`config.mk`:
```
export PLATFORM = sky130hd
export DESIGN_NAME = dma_req_router
export DESIGN_NICKNAME = d
export VERILOG_FILES = /design/src/rtl/reqmap_pkg.sv /design/src/rtl/reqmap_regs.sv /design/src/rtl/reqmap_fanin.sv /design/src/rtl/reqmap_arb.sv /design/src/rtl/dma_req_router.sv
export SDC_FILE = /design/constraint.sdc
export NUM_CORES = 2
export LEC_CHECK = 0
export ABC_AREA = 1
export BUFFER_PORTS_ARGS = -buffer_cell sky130_fd_sc_hd__buf_2
export CORE_UTILIZATION = 25
export DETAILED_ROUTE_END_ITERATION = 10
export PLACE_DENSITY = 0.36
export SLEW_MARGIN = 0
export SYNTH_ARGS = -nofsm -noshare
export SYNTH_HDL_FRONTEND = slang
export SYNTH_SLANG_ARGS = --single-unit
```
`constraint.sdc`:
```
create_clock -name clk -period 16.65 [get_ports clk]
set_input_delay 3.33 -clock clk [delete_from_list [all_inputs] [get_ports clk]]
set_output_delay 3.33 -clock clk [all_outputs]
set_load 0.1 [all_outputs]
```
`src/rtl/reqmap_pkg.sv`:
```
package reqmap_pkg;
    localparam int CH_IDX_W   = 5;
    localparam int BANK_LINES = 64;
    localparam int ADDR_W     = 7;
    localparam int DATA_W     = 8;
    localparam int VALID_POS  = 7;
    localparam int LEVELS     = 4;

    typedef logic [CH_IDX_W-1:0] ch_idx_t;

    typedef struct packed {
        logic    valid;
        ch_idx_t chan;
    } map_entry_t;

    function automatic logic [1:0] level_of(input ch_idx_t ch);
        return ch[3:2];
    endfunction
endpackage

```
`src/rtl/reqmap_regs.sv`:
```
module reqmap_regs
    import reqmap_pkg::*;
#(
    parameter int NUM_REQ = 80
) (
    input  logic                       clk,
    input  logic                       rst_n,
    input  logic                       cfg_we,
    input  logic [ADDR_W-1:0]          cfg_addr,
    input  logic [DATA_W-1:0]          cfg_wdata,
    output logic [DATA_W-1:0]          cfg_rdata,
    output map_entry_t [NUM_REQ-1:0]   map_o
);
    typedef struct packed {
        map_entry_t [NUM_REQ-1:0] map;
    } state_t;

    state_t st_d, st_q;

    always_comb begin
        st_d      = st_q;
        cfg_rdata = '0;
        for (int i = 0; i < NUM_REQ; i++) begin
            if (cfg_addr == ADDR_W'(i)) begin
                cfg_rdata = {st_q.map[i].valid, 2'b00, st_q.map[i].chan};
                if (cfg_we) begin
                    st_d.map[i].valid = cfg_wdata[VALID_POS];
                    st_d.map[i].chan  = cfg_wdata[CH_IDX_W-1:0];
                end
            end
        end
    end

    always_ff @(posedge clk or negedge rst_n) begin
        if (!rst_n) st_q <= '0;
        else        st_q <= st_d;
    end

    assign map_o = st_q.map;

    for (genvar g = 0; g < NUM_REQ; g++) begin : g_chk
        assert_map_write_R1 : assert property (@(posedge clk) disable iff (!rst_n)
            (cfg_we && cfg_addr == ADDR_W'(g)) |=>
            (st_q.map[g].valid == $past(cfg_wdata[VALID_POS]) &&
             st_q.map[g].chan  == $past(cfg_wdata[CH_IDX_W-1:0])));
    end
endmodule

```
`src/rtl/reqmap_fanin.sv`:
```
module reqmap_fanin
    import reqmap_pkg::*;
#(
    parameter int NUM_REQ = 80,
    parameter int NUM_CH  = 32
) (
    input  logic                     clk,
    input  logic                     rst_n,
    input  map_entry_t [NUM_REQ-1:0] map_i,
    input  logic [NUM_REQ-1:0]       periph_req,
    output logic [NUM_CH-1:0]        pend_o
);
    typedef struct packed {
        logic [NUM_CH-1:0] pend;
    } state_t;

    state_t st_d, st_q;
    logic   any_valid;

    always_comb begin
        st_d      = '0;
        any_valid = 1'b0;
        for (int l = 0; l < NUM_REQ; l++) begin
            any_valid = any_valid | map_i[l].valid;
        end
        for (int c = 0; c < NUM_CH; c++) begin
            for (int l = 0; l < NUM_REQ; l++) begin
                if (periph_req[l] && map_i[l].valid && map_i[l].chan == CH_IDX_W'(c)) begin
                    st_d.pend[c] = 1'b1;
                end
            end
        end
    end

    always_ff @(posedge clk or negedge rst_n) begin
        if (!rst_n) st_q <= '0;
        else        st_q <= st_d;
    end

    assign pend_o = st_q.pend;

    assert_unmapped_quiet_R3 : assert property (@(posedge clk) disable iff (!rst_n)
        (!any_valid) |=> (pend_o == '0));
    assert_no_request_quiet_R4 : assert property (@(posedge clk) disable iff (!rst_n)
        (periph_req == '0) |=> (pend_o == '0));
endmodule

```
`src/rtl/reqmap_arb.sv`:
```
module reqmap_arb
    import reqmap_pkg::*;
#(
    parameter int NUM_CH = 32
) (
    input  logic              clk,
    input  logic              rst_n,
    input  logic [NUM_CH-1:0] cand,
    input  logic [NUM_CH-1:0] ch_active,
    output logic [NUM_CH-1:0] grant
);
    typedef struct packed {
        logic    [NUM_CH-1:0]  grant;
        ch_idx_t [LEVELS-1:0]  last;
    } state_t;

    localparam state_t RST = '{grant: '0, last: {LEVELS{CH_IDX_W'(NUM_CH-1)}}};

    state_t st_d, st_q;
    logic   found;
    int     win;
    int     idx;

    always_comb begin
        st_d  = st_q;
        found = 1'b0;
        win   = 0;
        idx   = 0;
        if (st_q.grant != '0) begin
            if ((st_q.grant & ch_active) == '0) st_d.grant = '0;
        end else if (cand != '0) begin
            for (int g = 0; g < LEVELS; g++) begin
                for (int k = 1; k <= NUM_CH; k++) begin
                    idx = (int'(st_q.last[g]) + k) % NUM_CH;
                    if (!found && level_of(CH_IDX_W'(idx)) == 2'(g) && cand[idx]) begin
                        found = 1'b1;
                        win   = idx;
                    end
                end
            end
            st_d.grant = NUM_CH'(1) << win;
            st_d.last[level_of(CH_IDX_W'(win))] = CH_IDX_W'(win);
        end
    end

    always_ff @(posedge clk or negedge rst_n) begin
        if (!rst_n) st_q <= RST;
        else        st_q <= st_d;
    end

    assign grant = st_q.grant;

    assert_grant_onehot_R6 : assert property (@(posedge clk) disable iff (!rst_n)
        $onehot0(grant));
    assert_idle_grants_R6 : assert property (@(posedge clk) disable iff (!rst_n)
        (grant == '0 && cand != '0) |=> (grant != '0));
    assert_grant_legal_R6 : assert property (@(posedge clk) disable iff (!rst_n)
        (grant == '0) |=> (grant == '0 || (grant & $past(cand)) != '0));
    assert_grant_hold_R9 : assert property (@(posedge clk) disable iff (!rst_n)
        (grant != '0 && (grant & ch_active) != '0) |=> (grant == $past(grant)));
    assert_grant_release_R9 : assert property (@(posedge clk) disable iff (!rst_n)
        (grant != '0 && (grant & ch_active) == '0) |=> (grant == '0));
endmodule

```
`src/rtl/dma_req_router.sv`:
```
module dma_req_router
    import reqmap_pkg::*;
#(
    parameter int NUM_REQ = 80,
    parameter int NUM_CH  = 32
) (
    input  logic               clk,
    input  logic               rst_n,
    input  logic               cfg_we,
    input  logic [6:0]         cfg_addr,
    input  logic [7:0]         cfg_wdata,
    output logic [7:0]         cfg_rdata,
    input  logic [NUM_REQ-1:0] periph_req,
    input  logic [NUM_CH-1:0]  ch_ready,
    input  logic [NUM_CH-1:0]  ch_active,
    output logic [NUM_CH-1:0]  ch_pend,
    output logic [NUM_CH-1:0]  grant
);
    map_entry_t [NUM_REQ-1:0] map;
    logic [NUM_CH-1:0]        cand;

    reqmap_regs #(.NUM_REQ(NUM_REQ)) u_regs (
        .clk(clk), .rst_n(rst_n), .cfg_we(cfg_we), .cfg_addr(cfg_addr),
        .cfg_wdata(cfg_wdata), .cfg_rdata(cfg_rdata), .map_o(map)
    );

    reqmap_fanin #(.NUM_REQ(NUM_REQ), .NUM_CH(NUM_CH)) u_fanin (
        .clk(clk), .rst_n(rst_n), .map_i(map), .periph_req(periph_req), .pend_o(ch_pend)
    );

    assign cand = ch_pend & ch_ready;

    reqmap_arb #(.NUM_CH(NUM_CH)) u_arb (
        .clk(clk), .rst_n(rst_n), .cand(cand), .ch_active(ch_active), .grant(grant)
    );
endmodule

```
==> impl_results.md <==
* Layout cell share with drive strength beyond 1 at around 11%
* Die width at between 500 and 600 µm
* Area Overhead vs Synth at 18.0%
* Total power at about 0.0094 W
* Detail Route Antenna Nets at 0
* Fin. Hold Viols at 0
* Critical Path RT at 13.32 ns
* Register bit count reported by yosys at between 500 and 600
* Residual DRC at 0
* Ys async rst share at 100%
* Cell Area, Synth at 67000 µm²
* Hold WC Path Type: reg -> reg
* Via count at 95000
* Cts bufs inserted at between 70 and 80
* Max Root-Sink Buffers at 4
* P per Cell Area at between 100 and 150 nW/µm²
* Port bufs at 229
* Total of max-cap violations at 4
* Clk_lat worst skew at approximately 0.83 ns
* Max-Slew Margin vs Limit at -12.2%
* Register area share after synthesis at 21.1%
* Largest net degree at the start of global routing at approximately 140
* Outcome: finished with violations
* Fin crit share at around 97%
* Die Area at 270000 µm²
* Number of setup violations in the final report at 0
* 1st-iter DRT viols at roughly 13000
* Initial antenna violation count at around 130
* Worst setup SP type: primary input
* Clk sink count at between 500 and 600
* Routed wire length at 626000 µm
* Worst-Margin Slew at approximately 1.7 ns
* Row Count at around 190
* CP peak stage delay at roughly 0.29 ns
* Yosys warning total at 0
* Layout Nets at 12600
* Worst Path Arrival at around 13 ns
* WS Path Type: in -> out
* # placed instances at about 16000
* Gr usage total at around 45%
* Leak pwr at between 30 and 40 nW
* Chip height at 520 µm
* Setup TNS Final at 0 ns
* I/O pins at around 230
* Clock root buffer: clkbuf_16
* First-pass GRT wire length at approximately 800000 µm
* Fin Clk Skew at between 0.04 and 0.05 ns
* Post-synth EDFFs at 0
* RSZ-0062 raised after global routing: true
* CTS Hold Bufs at 0
* VDD IR max at roughly 220 µV
* Starting Density at approximately a quarter
* Synth Area per Inst at roughly 5.5 µm²
* Total global routing overflow at 0
* Register clock-pin slew on the reported worst setup and hold paths at ~0.06 ns
* Most frequent CP cell: o21ai_1
* Netlist cell types at 87
* DRT Pass-1 Iters at 9
* Failing checks: max-capacitance violations, max-slew violations
* Crit path from: cfg_addr[4]
* Core area at around 270000 µm²
* Post-layout minimum cycle time at approximately 16 ns
* CTS tree: done
* H-tree depth at 3
* Number of non-filler instances in the completed layout at 16100
* Cells after synthesis at about 12000
* Worst Setup End Kind: primary output
* Via density per instance at ~5.9
* Vias in the first global route at a little under 90000
* Fmax at slightly above 0.06 GHz
* GPL Wtd Cong at ~1.2
* HPWL Detailed at about 540000 µm
* Hold Crit Start: u_regs.map_o[472]$_DFFE_PN0P_
* CP max FO at 5
* Post-DR wirelength/cell at a little under 40 µm
* Main synth FF type: dfrtp_1
* Max-slew violations at 6
* Slowest cell on crit path: nor3_4
## area by class of cell
cell class                      instances  area (µm²)
Inverter                             1647        6220
Tap cell                             3533        4420
Clock inverter                         25         327
Fill cell                           30500      187000
Clock buffer                          116        2290
Antenna cell                           88         220
Sequential cell                       564       14100
Timing Repair Buffer                  719        5180
Multi-Input combinational cell       9399       46200
## cell families after synthesis
family,synth area share [%]
DFF,21.1
AOI/OAI and AO/OA,19.4
muxes,0.254
other,0.00560
buffers and inverters,12.4
xor gates and xnor gates,0.820
and+or+nand+nor,45.2
adders and majority gates,0.897
## through the flow
| step | instance area, µm² | utilization, % | hold slack (ns) | setup slack (ns) |
|---|---|---|---|---|
| floorplan | 67000 | - | 0.469 | 2.71 |
| global placement | 74700 | 28.1 | 0.493 | -2.85 |
| detailed placement | 74700 | 28.1 | 0.502 | -2.68 |
| CTS | 78200 | 29.4 | 0.516 | 0.00342 |
| global route | 78800 | 29.7 | 0.544 | -0.126 |
| finish | 79000 | 29.7 | 0.514 | 0.435 |
## path summary, 6_finish.rpt
check,to,slack [ns],depth (start not counted)
setup / recovery,cfg_rdata[2],0.44,67
hold / removal,u_regs.map_o[472]$_DFFE_PN0P_,0.51,2
setup reg to reg,u_arb.grant[10]$_DFFE_PN0P_,1.48,82
hold reg to reg,u_regs.map_o[472]$_DFFE_PN0P_,0.51,2
max in group asynchronous,u_regs.map_o[223]$_DFFE_PN0P_,11.26,4
min in group asynchronous,u_regs.map_o[335]$_DFFE_PN0P_,2.52,1
## layer usage
metal	vias up	GRT usage, %	part of all wire (%)
met5	-	0	0.072
met4	64	37.7	10
met3	1648	10.5	8.8
met2	6262	67.7	42
met1	46400	54.0	39
li1	40600	-	-
## cell usage after synthesis, types with 19 or more instances
library cell	instances	area (µm²)
nand2_1	3481	13100
nor2_1	2166	8130
inv_1	1610	6040
o21ai_0	1073	5370
nand3_1	601	3010
dfrtp_1	544	13600
nand4_1	422	2640
clkbuf_1	360	1350
nor3_1	253	1270
a21oi_1	231	1160
o2111ai_1	170	1490
nor4_1	134	838
a221oi_1	103	902
a2111oi_0	92	806
o22ai_1	73	457
buf_4	51	383
o211ai_1	50	375
ha_1	48	601
xor2_1	48	420
a22oi_1	42	315
a211oi_1	32	240
a31oi_1	27	169
o21ai_1	25	125
a22o_1	24	210
nor2_4	23	259
or2_2	22	138
dfstp_2	20	526
o21a_1	19	143
## where the power goes
part / switching (W) / internal [W]
clock network: 0.000714 / 0.00105
registers: 0.000269 / 0.00152
logic: 0.00440 / 0.00149
total: 0.00538 / 0.00406
## sequential cells by signal, summed over array words and instances (netlist names), named ones only
register and cells:
u_arb.grant 32, u_fanin.pend_o 32, u_regs.map_o 480
## repair_timing
item	in CTS	in global routing
endpoints found under the hold margin	0	0
cloned	0	0
pin swaps	59	74
setup endpoints to repair	6	24
buffers inserted	15	12
gates resized for setup	259	137
## worst max-delay path, delay by kind of cell
| kind | cells | cell delay (ns) |
|---|---|---|
| buffers and inverters | 9 | 1.35 |
| AOI/OAI and AO/OA | 52 | 7.27 |
| and+or+nand+nor | 6 | 0.93 |
## cells in the final DEF (no fill, tap or decap), types with 79 or more instances in the layout
cell type / instances
nor3_1: 230
clkbuf_16: 80
buf_2: 215
nand2_1: 3464
nand4_1: 422
buf_4: 467
o2111ai_1: 159
dfrtp_1: 544
nor4_1: 109
diode_2: 88
o21ai_1: 79
inv_1: 1590
a21oi_1: 168
nor2_1: 2140
o21ai_0: 984
nand3_1: 584
No activity file was read; power rests on OpenSTA's default activity.
